### config.mk
export PLATFORM = sky130hd
export DESIGN_NAME = ebus_ctrl
export DESIGN_NICKNAME = d
export VERILOG_FILES = /design/src/rtl/ebus_pkg.sv /design/src/rtl/ebus_seq.sv /design/src/rtl/ebus_datapath.sv /design/src/rtl/ebus_ctrl.sv
export SDC_FILE = /design/constraint.sdc
export NUM_CORES = 1
export LEC_CHECK = 0
export ABC_CLOCK_PERIOD_IN_PS = 1530
export BUFFER_PORTS_ARGS = -buffer_cell sky130_fd_sc_hd__buf_4
export CAP_MARGIN = 20
export CORE_MARGIN = 2
export CORE_UTILIZATION = 35
export CTS_BUF_LIST = sky130_fd_sc_hd__clkbuf_8 sky130_fd_sc_hd__clkbuf_16
export DETAILED_ROUTE_END_ITERATION = 8
export GPL_ROUTABILITY_DRIVEN = 0
export GPL_TIMING_DRIVEN = 0
export SLEW_MARGIN = 20
export SYNTH_ARGS = -nofsm -noshare
export SYNTH_HDL_FRONTEND = slang
export SYNTH_HIERARCHICAL = 1
export SYNTH_SLANG_ARGS = --single-unit
### constraint.sdc
create_clock -name clk -period 1.53 [get_ports clk]
set_input_delay 0.0765 -clock clk [delete_from_list [all_inputs] [get_ports clk]]
set_output_delay 0.0765 -clock clk [all_outputs]
set_load 0.05 [all_outputs]
### src/rtl/ebus_pkg.sv
package ebus_pkg;

    typedef enum logic [1:0] {
        KIND_FETCH = 2'd0,
        KIND_LOAD  = 2'd1,
        KIND_STORE = 2'd2,
        KIND_ALT   = 2'd3
    } kind_e;

    typedef enum logic [2:0] {
        ST_IDLE,
        ST_ADDR,
        ST_HOLD,
        ST_STROBE,
        ST_RECOVER
    } state_e;

endpackage

### src/rtl/ebus_seq.sv
module ebus_seq
    import ebus_pkg::*;
#(
    parameter int P_ALE = 2,
    parameter int P_HLD = 1,
    parameter int P_STB = 2,
    parameter int P_REC = 1,
    parameter int D_ALE = 2,
    parameter int D_HLD = 2,
    parameter int D_STB = 6,
    parameter int D_REC = 2
) (
    input  logic       clk,
    input  logic       rst_n,
    input  logic       req_valid,
    input  logic [1:0] req_kind,
    output logic       accept,
    output logic       busy,
    output logic       sample,
    output logic       sel_data,
    output logic       ale,
    output logic       psen_n,
    output logic       rd_n,
    output logic       wr_n,
    output logic       ad_oe
);

    localparam int MAX_P = (P_ALE > P_HLD ? P_ALE : P_HLD) > (P_STB > P_REC ? P_STB : P_REC)
                         ? (P_ALE > P_HLD ? P_ALE : P_HLD) : (P_STB > P_REC ? P_STB : P_REC);
    localparam int MAX_D = (D_ALE > D_HLD ? D_ALE : D_HLD) > (D_STB > D_REC ? D_STB : D_REC)
                         ? (D_ALE > D_HLD ? D_ALE : D_HLD) : (D_STB > D_REC ? D_STB : D_REC);
    localparam int MAX_L = MAX_P > MAX_D ? MAX_P : MAX_D;
    localparam int CNT_W = $clog2(MAX_L + 1);

    state_e           state, state_n;
    logic [CNT_W-1:0] cnt, cnt_n;
    kind_e            kind_q, kind_n;

    function automatic logic [CNT_W-1:0] span(input state_e s, input logic prog);
        int n;
        unique case (s)
            ST_ADDR:    n = prog ? P_ALE : D_ALE;
            ST_HOLD:    n = prog ? P_HLD : D_HLD;
            ST_STROBE:  n = prog ? P_STB : D_STB;
            ST_RECOVER: n = prog ? P_REC : D_REC;
            default:    n = 1;
        endcase
        return CNT_W'(n - 1);
    endfunction

    // state register
    always_ff @(posedge clk) begin
        if (!rst_n) begin
            state  <= ST_IDLE;
            cnt    <= '0;
            kind_q <= KIND_FETCH;
        end else begin
            state  <= state_n;
            cnt    <= cnt_n;
            kind_q <= kind_n;
        end
    end

    // transitions
    always_comb begin
        state_n = state;
        cnt_n   = cnt;
        kind_n  = kind_q;
        unique case (state)
            ST_IDLE: begin
                if (req_valid) begin
                    state_n = ST_ADDR;
                    kind_n  = kind_e'(req_kind);
                    cnt_n   = span(ST_ADDR, kind_e'(req_kind) == KIND_FETCH);
                end
            end
            ST_ADDR: begin
                if (cnt == '0) begin
                    state_n = ST_HOLD;
                    cnt_n   = span(ST_HOLD, kind_q == KIND_FETCH);
                end else begin
                    cnt_n = cnt - 1'b1;
                end
            end
            ST_HOLD: begin
                if (cnt == '0) begin
                    state_n = ST_STROBE;
                    cnt_n   = span(ST_STROBE, kind_q == KIND_FETCH);
                end else begin
                    cnt_n = cnt - 1'b1;
                end
            end
            ST_STROBE: begin
                if (cnt == '0) begin
                    state_n = ST_RECOVER;
                    cnt_n   = span(ST_RECOVER, kind_q == KIND_FETCH);
                end else begin
                    cnt_n = cnt - 1'b1;
                end
            end
            ST_RECOVER: begin
                if (cnt == '0) begin
                    state_n = ST_IDLE;
                    cnt_n   = '0;
                end else begin
                    cnt_n = cnt - 1'b1;
                end
            end
            default: begin
                state_n = ST_IDLE;
                cnt_n   = '0;
            end
        endcase
    end

    // outputs
    always_comb begin
        logic strobing, is_prog, is_store;
        strobing = (state == ST_STROBE);
        is_prog  = (kind_q == KIND_FETCH);
        is_store = (kind_q == KIND_STORE);
        accept   = (state == ST_IDLE) && req_valid;
        busy     = (state != ST_IDLE);
        ale      = (state == ST_ADDR);
        psen_n   = !(strobing && is_prog);
        rd_n     = !(strobing && !is_prog && !is_store);
        wr_n     = !(strobing && is_store);
        sel_data = strobing && is_store;
        ad_oe    = (state == ST_ADDR) || (state == ST_HOLD) || (strobing && is_store);
        sample   = strobing && (cnt == '0) && !is_store;
    end

endmodule

### src/rtl/ebus_datapath.sv
module ebus_datapath #(
    parameter int ADDR_W = 16,
    parameter int DATA_W = 8
) (
    input  logic                 clk,
    input  logic                 rst_n,
    input  logic                 accept,
    input  logic                 busy,
    input  logic                 sample,
    input  logic                 sel_data,
    input  logic [ADDR_W-1:0]    req_addr,
    input  logic [DATA_W-1:0]    req_wdata,
    input  logic [ADDR_W-DATA_W-1:0] hi_latch,
    input  logic [DATA_W-1:0]    ad_in,
    output logic [DATA_W-1:0]    ad_out,
    output logic [ADDR_W-DATA_W-1:0] hi_out,
    output logic                 rsp_valid,
    output logic [DATA_W-1:0]    rsp_data
);

    localparam int HI_W = ADDR_W - DATA_W;

    logic [ADDR_W-1:0] addr_q;
    logic [DATA_W-1:0] wdata_q;

    always_ff @(posedge clk) begin
        if (!rst_n) begin
            addr_q    <= '0;
            wdata_q   <= '0;
            rsp_valid <= 1'b0;
            rsp_data  <= '0;
        end else begin
            if (accept) begin
                addr_q  <= req_addr;
                wdata_q <= req_wdata;
            end
            rsp_valid <= sample;
            if (sample) begin
                rsp_data <= ad_in;
            end
        end
    end

    assign ad_out = sel_data ? wdata_q : addr_q[DATA_W-1:0];
    assign hi_out = busy ? addr_q[ADDR_W-1 -: HI_W] : hi_latch;

endmodule

### src/rtl/ebus_ctrl.sv
module ebus_ctrl
    import ebus_pkg::*;
#(
    parameter int ADDR_W = 16,
    parameter int DATA_W = 8,
    parameter int P_ALE  = 2,
    parameter int P_HLD  = 1,
    parameter int P_STB  = 2,
    parameter int P_REC  = 1,
    parameter int D_ALE  = 2,
    parameter int D_HLD  = 2,
    parameter int D_STB  = 6,
    parameter int D_REC  = 2
) (
    input  logic                     clk,
    input  logic                     rst_n,
    input  logic                     req_valid,
    input  logic [1:0]               req_kind,
    input  logic [ADDR_W-1:0]        req_addr,
    input  logic [DATA_W-1:0]        req_wdata,
    output logic                     req_ready,
    output logic                     rsp_valid,
    output logic [DATA_W-1:0]        rsp_data,
    input  logic [ADDR_W-DATA_W-1:0] hi_latch,
    output logic                     ale,
    output logic                     psen_n,
    output logic                     rd_n,
    output logic                     wr_n,
    output logic [DATA_W-1:0]        ad_out,
    output logic                     ad_oe,
    input  logic [DATA_W-1:0]        ad_in,
    output logic [ADDR_W-DATA_W-1:0] hi_out
);

    logic accept, busy, sample, sel_data;

    ebus_seq #(
        .P_ALE(P_ALE), .P_HLD(P_HLD), .P_STB(P_STB), .P_REC(P_REC),
        .D_ALE(D_ALE), .D_HLD(D_HLD), .D_STB(D_STB), .D_REC(D_REC)
    ) u_seq (
        .clk      (clk),
        .rst_n    (rst_n),
        .req_valid(req_valid),
        .req_kind (req_kind),
        .accept   (accept),
        .busy     (busy),
        .sample   (sample),
        .sel_data (sel_data),
        .ale      (ale),
        .psen_n   (psen_n),
        .rd_n     (rd_n),
        .wr_n     (wr_n),
        .ad_oe    (ad_oe)
    );

    ebus_datapath #(
        .ADDR_W(ADDR_W), .DATA_W(DATA_W)
    ) u_dp (
        .clk      (clk),
        .rst_n    (rst_n),
        .accept   (accept),
        .busy     (busy),
        .sample   (sample),
        .sel_data (sel_data),
        .req_addr (req_addr),
        .req_wdata(req_wdata),
        .hi_latch (hi_latch),
        .ad_in    (ad_in),
        .ad_out   (ad_out),
        .hi_out   (hi_out),
        .rsp_valid(rsp_valid),
        .rsp_data (rsp_data)
    );

    assign req_ready = !busy;

endmodule

# ---- After elaboration in Yosys (flattened, before gate mapping)
# Index checks and enable logic that the tools add are counted.
dict set report totals {
  in_bits 45
  register_bits 41
}
dict set report op_classes {
  n_addsub 5
  n_reduce_logical 21
  n_mux 23
  eq_ne 10
}
# op count
set ops {}
lappend ops {{$mux W3} 18}
lappend ops {{$pmux W3 S5} 2}
lappend ops {{$mux W8} 2}
lappend ops {{$sub A3 B2 Y3 const B} 4}
lappend ops {{$logic_and A1 B1 Y1} 7}
lappend ops {{$eq A3 B2 Y1 const B} 2}
lappend ops {{$logic_not A1 Y1} 6}
lappend ops {{$logic_not A3 Y1} 2}
lappend ops {{$ne A2 B1 Y1 const B} 3}
lappend ops {{$reduce_and A5 Y1} 1}
lappend ops {{$ne A2 B2 Y1 const B} 2}
lappend ops {{$eq A3 B1 Y1 const B} 1}
lappend ops {{$eq A3 B3 Y1 const B} 1}
lappend ops {{$reduce_bool A3 Y1} 1}
lappend ops {{$sub A3 B1 Y3 const B} 1}
lappend ops {{$eq A2 B2 Y1 const B} 1}
lappend ops {{$logic_not A2 Y1} 1}
lappend ops {{$logic_or A1 B1 Y1} 2}
lappend ops {{$mux W2} 1}
lappend ops {{$reduce_and A2 Y1} 1}

# ---- Logic depth before layout (Yosys ltp)
dict set report logic_depth {
  depth_word 7
  mapped_depth 8
}

# ---- Hierarchy
# Netlist, hierarchy kept.
# module area_each_um2 cells_each n_inst
set modules_own_cells {}
lappend modules_own_cells {ebus_datapath 1447.6 123 1}
lappend modules_own_cells {ebus_seq 531.8 65 1}
lappend modules_own_cells {ebus_ctrl 3.8 1 1}

# ---- Worst setup path after synthesis
# Ideal clock, no wire load.
dict set report synth_path {
  kind {flip-flop to output port}
  from {register u_seq.state[2]}
  to {output port ad_out[0]}
  arrival_time_ps 1851
  required_time_ps 1453
  path_stages_with_launch 8
  path_slack_ps -397
  path_cell_list {dfxtp_1 buf_6 nand2b_1 nor2_1 nand2_1 inv_1 buf_2 mux2_2}
}
dict set report synth_between {
  elab_chain_len 3
}
# item line
set synth_lines {}
lappend synth_lines {{start, declared} ebus_seq.sv:35} ;# state_e state, state_n;
lappend synth_lines {{start signal, assigned} ebus_seq.sv:58} ;# state <= state_n;
lappend synth_lines {{$eq A3 B2 Y1} ebus_seq.sv:119} ;# strobing = (state == ST_STROBE);
lappend synth_lines {{$logic_and A1 B1 Y1} ebus_seq.sv:128} ;# sel_data = strobing && is_store;
lappend synth_lines {{via sel_data} ebus_ctrl.sv:35} ;# logic accept, busy, sample, sel_data;
lappend synth_lines {{$mux W8} ebus_datapath.sv:44} ;# assign ad_out = sel_data ? wdata_q : addr_q[DATA_W-1:0];
lappend synth_lines {{end, declared} ebus_ctrl.sv:29} ;# output logic [DATA_W-1:0] ad_out,
# The timed path passes the listed nets, and every way through them passes these cells.

# ---- Worst setup path after layout
dict set report layout_path {
  from {register u_seq.state[2]}
  to {output port hi_out[2]}
}
dict set report layout_between {
  elab_chain_len 2
}
# item line
set layout_lines {}
lappend layout_lines {{$reduce_bool A3 Y1} ebus_seq.sv:123} ;# busy = (state != ST_IDLE);
lappend layout_lines {{via busy} ebus_ctrl.sv:35}
lappend layout_lines {{$mux W8} ebus_datapath.sv:45} ;# assign hi_out = busy ? addr_q[ADDR_W-1 -: HI_W] : hi_latch;
lappend layout_lines {{end, declared} ebus_ctrl.sv:32} ;# output logic [ADDR_W-DATA_W-1:0] hi_out
# The timed path passes the listed nets, and every way through them passes these cells.

==> results.toml <==
[synth]
ys_warn_count = 6
synth_mux_area_share_pct = 26.2
synthFlopType = "dfxtp_1"
netlist_area_um2 = 1980
yosysUniqueCellTypes = 32
synth_adder_area_share_pct = 0
synth-seq-area-share_pct = 41.4
synth_seq_cells = 41
avgSynthCellArea_um2 = 10.5
yosys.area_share.simple_pct = 19.2
synth-edff-count = 0
ys_async_sr_fraction_pct = 0
synth-xor-area-share_pct = 0.442
synthesis.nets = 234
synth_compound_area_share_pct = 6.12
synth_top_family_by_area = "multiplexers"
syn_inst = 189

[sta]
fin_crit_sh_pct = 115
hold_viol_final = 0
fmax_mhz = 570
setup_slack_ns = -0.224
period_minus_slack_ns = 1.75
finClkSkew_ns = 0.00487
worstMarginPinSlew_ns = 0.404
setup-violations-final = 41
drv_slew = 0
rsz0062_at_grt = "yes"
slew_headroom_pct = 73.1

[die]
die_area_um2 = 6280
io_pins = 76
core.rowCount = 27
start_util_pct = 36.2
core_area_um2 = 5470
die_y_um = 79.3
die_w_um = 79.3

[setup_path]
crit_buf_inv = 2
crit_required_ns = 1.45
start_kind = "flop"
reg2reg_setup_slack_ns = -0.18
crit_top_cell = "buf_8"
path_class = "flop to output port"
crit_family = "simple AND/OR/NAND/NOR gates"
rr_worst_depth = 7
reg2reg_to = "u_dp/wdata_q[4]"
r2r_start = "u_seq/state[2]"
cp_slowest_cell = "or3_4"
worstPathCellList = "or3_4 > buf_8 > mux2_4 > buf_8"
arrival_ns = 1.68
worst_setup_path_end_kind = "output port"
critPathMaxFanout = 8
slowest_delay_ns = 0.41

[clock_network]
path_clk_slew_ns = 0.08
clockRootBuffer = "clkbuf_8"
cts_buffers = 5
clock-sinks = 41
clock_path_buffers = 2
htree_levels = 2
cts_tree = "done"
insertion_delay_ns = 0.29

[pwr]
powerDensity_nw_per_um2 = 1280
peakVddDrop_uv = 444
p_leak_nw = 1.31
finalPower_mw = 3.88

[global_route]
gr-total-overflow = 0
grt_pass1_wl_mm = 7.15
antenna_found_initial = 0
grt_max_degree = 14
grtUsageTotal_pct = 14.8
grt_pass1_vias = 1479

[worst_hold_path]
min_delay_path_depth = 3
hold_class = "input port to flop"
hold_start = "req_addr[10]"
hold_path_end = "u_dp/addr_q[10]"

[placed_design]
dp_hpwl_mm = 3.31
dp.cells = 336
io_buffers = 75

[final_layout]
nNetsFinal = 327
register_area_um2 = 830
layout-drive-gt1-share_pct = 48.1
multi_input_area_um2 = 1120
antennaDiodeCount = 0
layout_commonest_cell = "buf_4"
mostFrequentLayoutCells = "70 x buf_4, 38 x dfxtp_1, 34 x mux2i_1, 34 x nor2b_1, 17 x buf_6"
area_delta_synth_final_pct = 53.1
fin_cells = 355
nFillCells = 535

[drt]
drt-vias-per-instance = 4.61
dr.pass1.iters = 4
wl_per_cell_um = 13.1
drtIter0Drc = 73
drc = 0
antenna_left = 0
wirelength_mm = 4.66
num_vias = 1635

[outcome]
status = "finished with violations"
violations = "setup timing"

[job]
drv_cap = 0
## final cells by class
class	count	share of cell area, %
Sequential cell	41	27.3
Clock buffer	6	2.72
Tap cell	72	2.97
Inverter	6	0.742
Multi-Input combinational cell	130	36.9
Timing Repair Buffer	88	24.4
Clock inverter	2	1.11
Buffer	10	3.92
## metal layers
layer	up-vias	routed length (um)	global-route usage (%)
li1	828	-	-
met2	63	2210	22.9
met4	0	89	7.24
met1	735	2100	19.4
met3	9	270	3.30
met5	-	0	0
## synth_stat cells (all sizes together) (3+ instances only)
cell / instances / area (um^2)
dfxtp: 41 / 821
nor2b: 35 / 219
mux2i: 34 / 340
mux2: 16 / 180
buf: 9 / 96.3
nor2: 9 / 50.1
inv: 6 / 22.5
nand2: 6 / 22.5
a21oi: 4 / 20.0
nor3: 4 / 20.0
clkbuf: 3 / 11.3
## registers in the layout, summed over array words and instances, names as in the netlist
signal          cells
u_dp/addr_q        16
u_dp/rsp_data       8
u_dp/rsp_valid      1
u_dp/wdata_q        8
u_seq/cnt           3
u_seq/kind_q        2
u_seq/state         3
## stage by stage
step | setup slack (ns) | TNS, ns | utilization, % | hold WS [ns] | cell area [um^2]
after global placement | -0.149 | -4.24 | 49.3 | 0.329 | 2700
after floorplan | -0.0285 | -0.569 | - | 0.194 | 2050
final | -0.224 | -6.62 | 55.5 | 0.0418 | 3040
after CTS | -0.295 | -9.00 | 54.7 | 0.0305 | 3000
after detailed placement | -0.152 | -4.12 | 49.3 | 0.341 | 2700
after global routing | -0.262 | -9.14 | 55.5 | 0.0417 | 3040
## logic make-up (layout without fill, tap and decap cells)
group | Yosys count | in the layout
DFF | 41 | 41
buffers and inverters | 18 | 112
and+or+nand+nor | 63 | 63
muxes | 50 | 50
AOI/OAI and AO/OA | 16 | 16
xor gates and xnor gates | 1 | 1
## worst max-delay path by stage
| stage | start | end | slack [ns] | cells past startpoint |
|---|---|---|---|---|
| finish | u_seq/state[2] | hi_out[2] | -0.22 | 4 |
| global route | u_seq/state[2] | hi_out[2] | -0.26 | 4 |
| CTS | u_seq/state[0] | hi_out[2] | -0.29 | 5 |
| detailed placement | u_seq/state[2] | u_dp/wdata_q[4] | -0.15 | 7 |
| global placement | u_seq/state[2] | u_dp/wdata_q[3] | -0.15 | 7 |
| floorplan | u_seq/state[2] | u_dp/addr_q[0] | -0.03 | 7 |
## tightest hold or removal path: stages
cell and delay, ns:
buf_4 0.07, mux2i_1 0.05, nor2b_1 0.09
## power breakdown
part | switching, mW | internal, mW
logic | 0.928 | 0.816
clock network | 0.359 | 0.525
registers | 0.0730 | 1.18
## repair_timing
| action | CTS | global route |
|---|---|---|
| setup buffers | 10 | 2 |
| setup endpoints to repair | 46 | 52 |
| pin swaps | 2 | 1 |
| hold buffers | 0 | 0 |
| gates resized for setup | 36 | 9 |
| gates cloned | 0 | 1 |
No activity file was read; power rests on OpenSTA's default activity.
